==> config.mk <==
export PLATFORM = sky130hd
export DESIGN_NAME = dma_ctl_unit
export DESIGN_NICKNAME = d
export VERILOG_FILES = /design/src/rtl/dma_ctl_pkg.sv /design/src/rtl/dma_wr_decode.sv /design/src/rtl/dma_stat_mask.sv /design/src/rtl/dma_mode_bank.sv /design/src/rtl/dma_svc_arb.sv /design/src/rtl/dma_ctl_unit.sv
export SDC_FILE = /design/constraint.sdc
export NUM_CORES = 1
export LEC_CHECK = 0
export BUFFER_PORTS_ARGS = -buffer_cell sky130_fd_sc_hd__buf_4
export CORE_MARGIN = 2
export CORE_UTILIZATION = 25
export DETAILED_ROUTE_END_ITERATION = 10
export GPL_ROUTABILITY_DRIVEN = 0
export PLACE_DENSITY = 0.43
export SLEW_MARGIN = 20
export SYNTH_ARGS = -nofsm -noshare
export SYNTH_HDL_FRONTEND = slang
export SYNTH_SLANG_ARGS = --single-unit
==> constraint.sdc <==
create_clock -name clk -period 2.5 [get_ports clk]
set_input_delay 0 -clock clk [delete_from_list [all_inputs] [get_ports clk]]
set_output_delay 0 -clock clk [all_outputs]
set_load 0.1 [all_outputs]
==> src/rtl/dma_ctl_pkg.sv <==
package dma_ctl_pkg;

   // Control write offsets; the position of each one is decoded by the host side
   typedef enum logic [2:0] {
      WO_CMD     = 3'd0,
      WO_SWREQ   = 3'd1,
      WO_MASK1   = 3'd2,
      WO_MODE    = 3'd3,
      WO_FFCLR   = 3'd4,
      WO_MRST    = 3'd5,
      WO_UNMASK  = 3'd6,
      WO_MASKALL = 3'd7
   } wr_off_e;

   localparam logic [2:0] RO_STATUS = 3'd0;
   localparam logic [2:0] RO_MASK   = 3'd1;

   // Only this command bit may be set in an accepted command byte
   localparam logic [7:0] CMD_ALLOWED = 8'h04;

   // Bit position of the set/clear flag in request and single-mask writes
   localparam int FLAG_BIT = 2;

   // Mode byte layout (MSB first)
   typedef struct packed {
      logic [1:0] opmode;
      logic       decr;
      logic       autoinit;
      logic [1:0] xfer;
      logic [1:0] sel;
   } mode_t;

   // One strobe per write offset; bit k belongs to offset k
   typedef struct packed {
      logic maskall;
      logic unmask;
      logic mrst;
      logic ffclr;
      logic mode;
      logic mask1;
      logic swreq;
      logic cmd;
   } wstb_t;

endpackage

==> src/rtl/dma_wr_decode.sv <==
module dma_wr_decode
   import dma_ctl_pkg::*;
#(
   parameter int DW = 8
) (
   input  logic          clk,
   input  logic          rst_n,
   input  logic          wr_en,
   input  logic [2:0]    wr_off,
   input  logic [DW-1:0] wr_data,
   input  logic          ff_toggle,
   output wstb_t         stb,
   output logic [DW-1:0] cmd_q,
   output logic          ff_q
);

   localparam logic [DW-1:0] CMD_OK_BITS = DW'(CMD_ALLOWED);

   logic cmd_ok;

   always_comb begin
      stb = wr_en ? wstb_t'(8'b1 << wr_off) : '0;
   end

   assign cmd_ok = (wr_data & ~CMD_OK_BITS) == '0;

   always_ff @(posedge clk or negedge rst_n) begin
      if (!rst_n) begin
         cmd_q <= '0;
      end else if (stb.mrst) begin
         cmd_q <= '0;
      end else if (stb.cmd && cmd_ok) begin
         cmd_q <= wr_data;
      end
   end

   always_ff @(posedge clk or negedge rst_n) begin
      if (!rst_n) begin
         ff_q <= 1'b0;
      end else if (stb.mrst || stb.ffclr) begin
         ff_q <= 1'b0;
      end else if (ff_toggle) begin
         ff_q <= ~ff_q;
      end
   end

   assert_cmd_reject_R2: assert property (@(posedge clk) disable iff (!rst_n)
      (wr_en && wr_off == WO_CMD && (wr_data & ~CMD_OK_BITS) != '0) |=> $stable(cmd_q))
      else $error("rejected command changed the command byte");

   assert_ff_clear_R8: assert property (@(posedge clk) disable iff (!rst_n)
      (wr_en && (wr_off == WO_FFCLR || wr_off == WO_MRST)) |=> !ff_q)
      else $error("flip-flop not cleared");

endmodule

==> src/rtl/dma_stat_mask.sv <==
module dma_stat_mask
   import dma_ctl_pkg::*;
#(
   parameter int NCH  = 4,
   parameter int DW   = 8,
   parameter int CH_W = 2
) (
   input  logic            clk,
   input  logic            rst_n,
   input  logic            s_swreq,
   input  logic            s_mask1,
   input  logic            s_mrst,
   input  logic            s_unmask,
   input  logic            s_maskall,
   input  logic [CH_W-1:0] wr_sel,
   input  logic            wr_flag,
   input  logic [NCH-1:0]  wr_mask,
   input  logic            rd_en,
   input  logic [2:0]      rd_off,
   input  logic [NCH-1:0]  dreq_set,
   input  logic [NCH-1:0]  dreq_clr,
   input  logic [NCH-1:0]  tc_in,
   output logic [NCH-1:0]  mask_q,
   output logic [NCH-1:0]  req_q,
   output logic [NCH-1:0]  tc_q,
   output logic [DW-1:0]   rd_data
);

   logic [NCH-1:0] mask_d, req_d, tc_d;
   logic           rd_clear;

   assign rd_clear = rd_en && (rd_off == RO_STATUS);

   always_comb begin
      mask_d = mask_q;
      if (s_mrst) begin
         mask_d = '1;
      end else if (s_maskall) begin
         mask_d = wr_mask;
      end else if (s_unmask) begin
         mask_d = '0;
      end else if (s_mask1) begin
         mask_d[wr_sel] = wr_flag;
      end
   end

   always_comb begin
      req_d = req_q;
      tc_d  = tc_q;
      if (rd_clear) begin
         tc_d = '0;
      end
      if (s_swreq) begin
         req_d[wr_sel] = wr_flag;
         tc_d[wr_sel]  = 1'b0;
      end
      req_d = (req_d | dreq_set) & ~dreq_clr;
      tc_d  = tc_d | tc_in;
      if (s_mrst) begin
         req_d = '0;
         tc_d  = '0;
      end
   end

   always_ff @(posedge clk or negedge rst_n) begin
      if (!rst_n) begin
         mask_q <= '1;
         req_q  <= '0;
         tc_q   <= '0;
      end else begin
         mask_q <= mask_d;
         req_q  <= req_d;
         tc_q   <= tc_d;
      end
   end

   always_comb begin
      case (rd_off)
         RO_STATUS: rd_data = DW'({req_q, tc_q});
         RO_MASK:   rd_data = DW'(mask_q);
         default:   rd_data = '0;
      endcase
   end

   assert_rd_clears_tc_R9: assert property (@(posedge clk) disable iff (!rst_n)
      (rd_clear && tc_in == '0 && !s_swreq) |=> (tc_q == '0 && req_q == $past(req_d)))
      else $error("status read did not clear tc bits only");

   assert_dreq_release_R10: assert property (@(posedge clk) disable iff (!rst_n)
      (dreq_clr != '0) |=> ((req_q & $past(dreq_clr)) == '0))
      else $error("released request still set");

   assert_tc_kept_R11: assert property (@(posedge clk) disable iff (!rst_n)
      (tc_in != '0 && !s_mrst) |=> ((tc_q & $past(tc_in)) == $past(tc_in)))
      else $error("terminal count report lost");

   assert_master_reset_R7: assert property (@(posedge clk) disable iff (!rst_n)
      s_mrst |=> (mask_q == '1 && req_q == '0 && tc_q == '0))
      else $error("master reset state wrong");

endmodule

==> src/rtl/dma_mode_bank.sv <==
module dma_mode_bank
   import dma_ctl_pkg::*;
#(
   parameter int NCH  = 4,
   parameter int DW   = 8,
   parameter int CH_W = 2
) (
   input  logic            clk,
   input  logic            rst_n,
   input  logic            s_mode,
   input  logic [DW-1:0]   wr_data,
   input  logic [CH_W-1:0] sel_idx,
   output logic [NCH*DW-1:0] mode_flat,
   output mode_t           sel_mode
);

   logic [DW-1:0] mode_r [NCH];

   for (genvar i = 0; i < NCH; i++) begin : g_chan
      always_ff @(posedge clk or negedge rst_n) begin
         if (!rst_n) begin
            mode_r[i] <= '0;
         end else if (s_mode && wr_data[CH_W-1:0] == CH_W'(i)) begin
            mode_r[i] <= wr_data;
         end
      end

      assign mode_flat[i*DW +: DW] = mode_r[i];

      assert_mode_store_R6: assert property (@(posedge clk) disable iff (!rst_n)
         (s_mode && wr_data[CH_W-1:0] == CH_W'(i)) |=> mode_r[i] == $past(wr_data))
         else $error("mode byte not stored");
   end

   assign sel_mode = mode_t'(mode_r[sel_idx][7:0]);

endmodule

==> src/rtl/dma_svc_arb.sv <==
module dma_svc_arb #(
   parameter int NCH       = 4,
   parameter int CH_W      = 2,
   parameter bit LOW_FIRST = 1'b1
) (
   input  logic            clk,
   input  logic            rst_n,
   input  logic [NCH-1:0]  mask,
   input  logic [NCH-1:0]  req,
   output logic [NCH-1:0]  grant,
   output logic            grant_valid,
   output logic [CH_W-1:0] grant_idx
);

   logic [NCH-1:0] elig;
   assign elig = req & ~mask;

   if (LOW_FIRST) begin : g_low
      always_comb begin
         grant     = '0;
         grant_idx = '0;
         for (int i = NCH - 1; i >= 0; i--) begin
            if (elig[i]) begin
               grant     = NCH'(1) << i;
               grant_idx = CH_W'(i);
            end
         end
      end
   end else begin : g_high
      always_comb begin
         grant     = '0;
         grant_idx = '0;
         for (int i = 0; i < NCH; i++) begin
            if (elig[i]) begin
               grant     = NCH'(1) << i;
               grant_idx = CH_W'(i);
            end
         end
      end
   end

   assign grant_valid = |grant;

   assert_grant_onehot_R12: assert property (@(posedge clk) disable iff (!rst_n)
      $onehot0(grant))
      else $error("grant not one-hot");

   assert_grant_eligible_R12: assert property (@(posedge clk) disable iff (!rst_n)
      ((grant & (mask | ~req)) == '0) && (grant_valid == (elig != '0)))
      else $error("grant to ineligible channel or missed grant");

   if (LOW_FIRST) begin : g_chk
      assert_grant_lowest_R12: assert property (@(posedge clk) disable iff (!rst_n)
         grant_valid |-> ((elig & (grant - NCH'(1))) == '0))
         else $error("lower eligible channel skipped");
   end

endmodule

==> src/rtl/dma_ctl_unit.sv <==
module dma_ctl_unit
   import dma_ctl_pkg::*;
#(
   parameter int  NCH       = 4,
   parameter int  DW        = 8,
   parameter bit  LOW_FIRST = 1'b1,
   localparam int CH_W      = (NCH > 1) ? $clog2(NCH) : 1
) (
   input  logic              clk,
   input  logic              rst_n,
   input  logic              wr_en,
   input  logic [2:0]        wr_off,
   input  logic [DW-1:0]     wr_data,
   input  logic              rd_en,
   input  logic [2:0]        rd_off,
   output logic [DW-1:0]     rd_data,
   input  logic              ff_toggle,
   output logic              ff_q,
   output logic [DW-1:0]     cmd_q,
   input  logic [NCH-1:0]    dreq_set,
   input  logic [NCH-1:0]    dreq_clr,
   input  logic [NCH-1:0]    tc_in,
   output logic [NCH*DW-1:0] mode_q,
   output logic [NCH-1:0]    grant,
   output logic              grant_valid,
   output logic [CH_W-1:0]   grant_idx,
   output logic [1:0]        grant_xfer,
   output logic              grant_autoinit,
   output logic              grant_decr,
   output logic [1:0]        grant_opmode
);

   if (DW < 8) begin : g_bad_dw
      $error("DW must be at least 8 to hold a mode byte");
   end
   if (2 * NCH > DW) begin : g_bad_nch
      $error("status byte cannot hold request and tc bits for NCH channels");
   end
   if (NCH < 2 || (NCH & (NCH - 1)) != 0 || CH_W > FLAG_BIT) begin : g_bad_pow
      $error("NCH must be a power of two from 2 to 4");
   end

   wstb_t          stb;
   logic [NCH-1:0] mask_q, req_q, tc_q;
   mode_t          gmode;

   dma_wr_decode #(.DW(DW)) u_dec (
      .clk       (clk),
      .rst_n     (rst_n),
      .wr_en     (wr_en),
      .wr_off    (wr_off),
      .wr_data   (wr_data),
      .ff_toggle (ff_toggle),
      .stb       (stb),
      .cmd_q     (cmd_q),
      .ff_q      (ff_q)
   );

   dma_stat_mask #(.NCH(NCH), .DW(DW), .CH_W(CH_W)) u_stat (
      .clk       (clk),
      .rst_n     (rst_n),
      .s_swreq   (stb.swreq),
      .s_mask1   (stb.mask1),
      .s_mrst    (stb.mrst),
      .s_unmask  (stb.unmask),
      .s_maskall (stb.maskall),
      .wr_sel    (wr_data[CH_W-1:0]),
      .wr_flag   (wr_data[FLAG_BIT]),
      .wr_mask   (wr_data[NCH-1:0]),
      .rd_en     (rd_en),
      .rd_off    (rd_off),
      .dreq_set  (dreq_set),
      .dreq_clr  (dreq_clr),
      .tc_in     (tc_in),
      .mask_q    (mask_q),
      .req_q     (req_q),
      .tc_q      (tc_q),
      .rd_data   (rd_data)
   );

   dma_mode_bank #(.NCH(NCH), .DW(DW), .CH_W(CH_W)) u_mode (
      .clk       (clk),
      .rst_n     (rst_n),
      .s_mode    (stb.mode),
      .wr_data   (wr_data),
      .sel_idx   (grant_idx),
      .mode_flat (mode_q),
      .sel_mode  (gmode)
   );

   dma_svc_arb #(.NCH(NCH), .CH_W(CH_W), .LOW_FIRST(LOW_FIRST)) u_arb (
      .clk         (clk),
      .rst_n       (rst_n),
      .mask        (mask_q),
      .req         (req_q),
      .grant       (grant),
      .grant_valid (grant_valid),
      .grant_idx   (grant_idx)
   );

   assign grant_xfer     = gmode.xfer;
   assign grant_autoinit = gmode.autoinit;
   assign grant_decr     = gmode.decr;
   assign grant_opmode   = gmode.opmode;

   assert_single_mask_R4: assert property (@(posedge clk) disable iff (!rst_n)
      (wr_en && wr_off == WO_MASK1) |=>
         (mask_q[$past(wr_data[CH_W-1:0])] == $past(wr_data[FLAG_BIT])))
      else $error("single mask write not applied");

   assert_write_edge_R13: assert property (@(posedge clk) disable iff (!rst_n)
      (!wr_en && dreq_set == '0 && dreq_clr == '0 && tc_in == '0 && !rd_en) |=>
         ($stable(mask_q) && $stable(req_q) && $stable(tc_q) && $stable(cmd_q)))
      else $error("state changed without a cause");

endmodule

==> metrics.txt <==
maximum vdd drop 603 uV; Worst Setup Path Type register to primary output; count of nets after finishing 356; buffers added on ports 92; CP Max Fanout 7; critical path data arrival time 2.28 ns; Worst setup SP type register; placed cell count 436; Post-Place Cell Area 3460 sq um; part of the cycle the worst path needs 0.911; leading register cell type out of synthesis dfrtp_1; summed negative setup slack over all endpoints 0 ns; min-delay worst type input pin to register; Total Die Area 11300 sq um; GRT Util Overall 0.130; count of routing violations after the opening detailed-route iteration 87; type of element capturing the critical path primary output; number of buffers created by CTS 5; first-pass GRT wire length 11300 um; post-route antenna net violation count 0; Root Buffer clkbuf_8; quantity of gates resized following cts 0; mean number of vias per cell 4.42; number of sinks on the clock net 53; number of slew-limit violations in the final report 0; EDFF count, synth 0; latest clock arrival within the worst-skew pair 0.30 ns; leakage power 0.00178 uW; slew at the pin with the worst max-slew slack 0.715 ns; share of layout cells above drive strength 1 0.475; RSZ-0062 raised after global routing false; final number of setup-violating endpoints 0; total number of placement rows 37; overflow left after global routing 0; number of endpoints with negative hold slack in the final report 0; pin count of the biggest net entering global routing 54; design area 3750 sq um; number of max-capacitance violations reported 0; count of vias placed by the detailed router 2044; area of the core 10200 sq um; number of antenna violations at the first check in global routing 0; initial cell density of the core 0.255; mapped cell area 2610 sq um; timing-limited maximum frequency 439 MHz; run status completed; # H-tree levels 2; post-synthesis async set-or-reset flop share 1.00; post-DP HPWL 5260 um; synthesis-stage register bit count 53; clock tree from TritonCTS built; buffers from clock root to sink, at most 2; fin crit period 2.28 ns; post-CTS setup buffer count 0; width of the chip 106 um; vias in the first global route 2082; power per unit of standard cell area 927 nW/um^2; die height 106 um; remaining max-slew budget at the tightest pin 0.524; Post-Syn Nets 248; post-route clock skew 0 ns; DRC violations left 0; post-synth top area cell dfrtp_1; DR WL/cell 15.4 um; clock-pin slew reported for the worst setup and hold paths after clock tree synthesis 0.11 ns; count of cell types in the netlist 40; sequential share of the synthesized area 0.509; ranking of synthesized cells by area dfrtp_1 47%, mux2i_1 9.6%, mux2_2 9.5%, dfstp_2 4.0%, mux2_4 3.4%; final standard cell count with taps included and fillers excluded 462; top cell type's share of synthesized area 0.469; register-to-register setup slack 1.13 ns; endpoint required time on the critical path 2.50 ns; syn avg cell area 12.0 sq um; I/O Pins 93; number of search-and-repair iterations in the first detailed-routing pass 4; synth-to-layout area growth 43.6%; total detailed-routing wirelength 7130 um; Yosys warnings 0; number of antenna cells inserted 0; Post-Synthesis Cells 217
==> worst max-delay path, stage by stage, from the launching register on <==
cell	delay [ns]
dfstp_2	0.55
nand2b_1	0.26
nand2b_1	0.14
a21oi_4	0.40
mux2i_2	0.29
buf_4	0.32
==> routing by layer <==
metal / share of wire / wire length, um / vias to the layer above / global-route usage
met5: 0 / 0 / - / 0
met1: 0.48 / 3450 / 1013 / 0.185
met4: 0.010 / 74 / 0 / 0.0310
met2: 0.47 / 3340 / 43 / 0.205
li1: - / - / 983 / -
met3: 0.037 / 262 / 5 / 0.0258
==> through the flow <==
step | utilization | power, uW | hold WS, ns | setup WS (ns)
finish | 0.367 | 3480 | 0.0451 | 0.221
global placement | 0.338 | 2880 | 0.0985 | 0.567
detailed placement | 0.338 | 2880 | 0.105 | 0.537
global route | 0.367 | 3620 | 0.0507 | 0.111
CTS | 0.367 | 3520 | 0.0437 | 0.183
floorplan | - | 2500 | -0.296 | -0.296
==> path summary, 6_finish.rpt <==
check	from	depth (start not counted)	endpoint
setup reg to reg	u_stat.req_q[2]	3	u_stat.req_q[2]
max in group asynchronous	rst_n	2	u_dec.cmd_q[2]
hold reg to reg	u_mode.mode_flat[24]	1	u_mode.mode_flat[24]
min in group asynchronous	rst_n	2	u_mode.mode_flat[24]
hold / removal	wr_data[2]	2	u_mode.mode_flat[2]
setup / recovery	u_stat.mask_q[2]	5	grant_autoinit
==> cells in the final DEF, fill, tap and decap left out, types with 2 or more instances in the layout <==
cell type      instances
dlygate4sd3_1         18
dfstp_2                4
nand3_1                4
nand2b_1               6
nor2_2                 3
a211oi_1               4
nand3b_1               2
clkbuf_8               5
nor2b_1               13
nor3_1                 2
mux2i_2                6
o22ai_1                3
mux2i_1               19
or2_2                  4
o21ai_0                4
inv_1                  2
and2b_1                3
a31oi_1                5
mux2_2                22
mux2_4                 6
nand2_1                7
nor3_2                 5
buf_4                 93
and2_1                 6
dfrtp_1               49
nor2_1                14
==> power by group <==
part / leakage [uW] / switching (uW) / internal [uW]
logic: 0.00106 / 1370 / 437
clock network: 0.0000554 / 295 / 301
registers: 0.000664 / 94.9 / 982
total: 0.00178 / 1760 / 1720
==> registers in the layout (all words and copies together), names as in the netlist <==
signal            count
u_stat.req_q          4
u_dec.ff_q            1
u_stat.tc_q           4
u_stat.mask_q         4
u_dec.cmd_q           8
u_mode.mode_flat     32
==> synthesized netlist by cell type (2+ instances only) <==
master	count
nor2b_1	13
mux2i_1	25
o22ai_1	3
o21ai_0	4
mux2_4	6
nor3_1	7
a211oi_1	4
nand3_1	4
clkbuf_1	2
or2_2	4
buf_2	3
dfstp_2	4
dfrtp_1	49
nand2b_1	6
nand3b_1	2
nor2_2	3
a31oi_1	5
inv_1	2
and2b_1	3
nor2_1	14
buf_4	2
nand2_1	7
buf_6	2
and2_1	6
mux2_2	22
==> layout make-up <==
type | instances | area, sq um
timing repair buffer | 111 | 878
tap | 136 | 170
multi-input combinational | 152 | 1250
sequential | 53 | 1330
clock buffer | 6 | 72.6
clock inverter | 2 | 38.8
fill | 1040 | 6480
inverter | 2 | 7.51
==> logic make-up after synthesis <==
kind of cell | after synthesis | share of synthesized area
xor gates and xnor gates | 1 | 0.00335
DFF | 53 | 0.509
and+or+nand+nor | 75 | 0.167
AOI/OAI and AO/OA | 23 | 0.0641
muxes | 53 | 0.225
buffers and inverters | 12 | 0.0316
==> timing repair <==
| action | in CTS | in global routing |
|---|---|---|
| hold buffers | 18 | 0 |
| endpoints found under the setup margin | 0 | 0 |
| hold endpoints to repair | 78 | 0 |
Power figures use the tool's default switching activity.
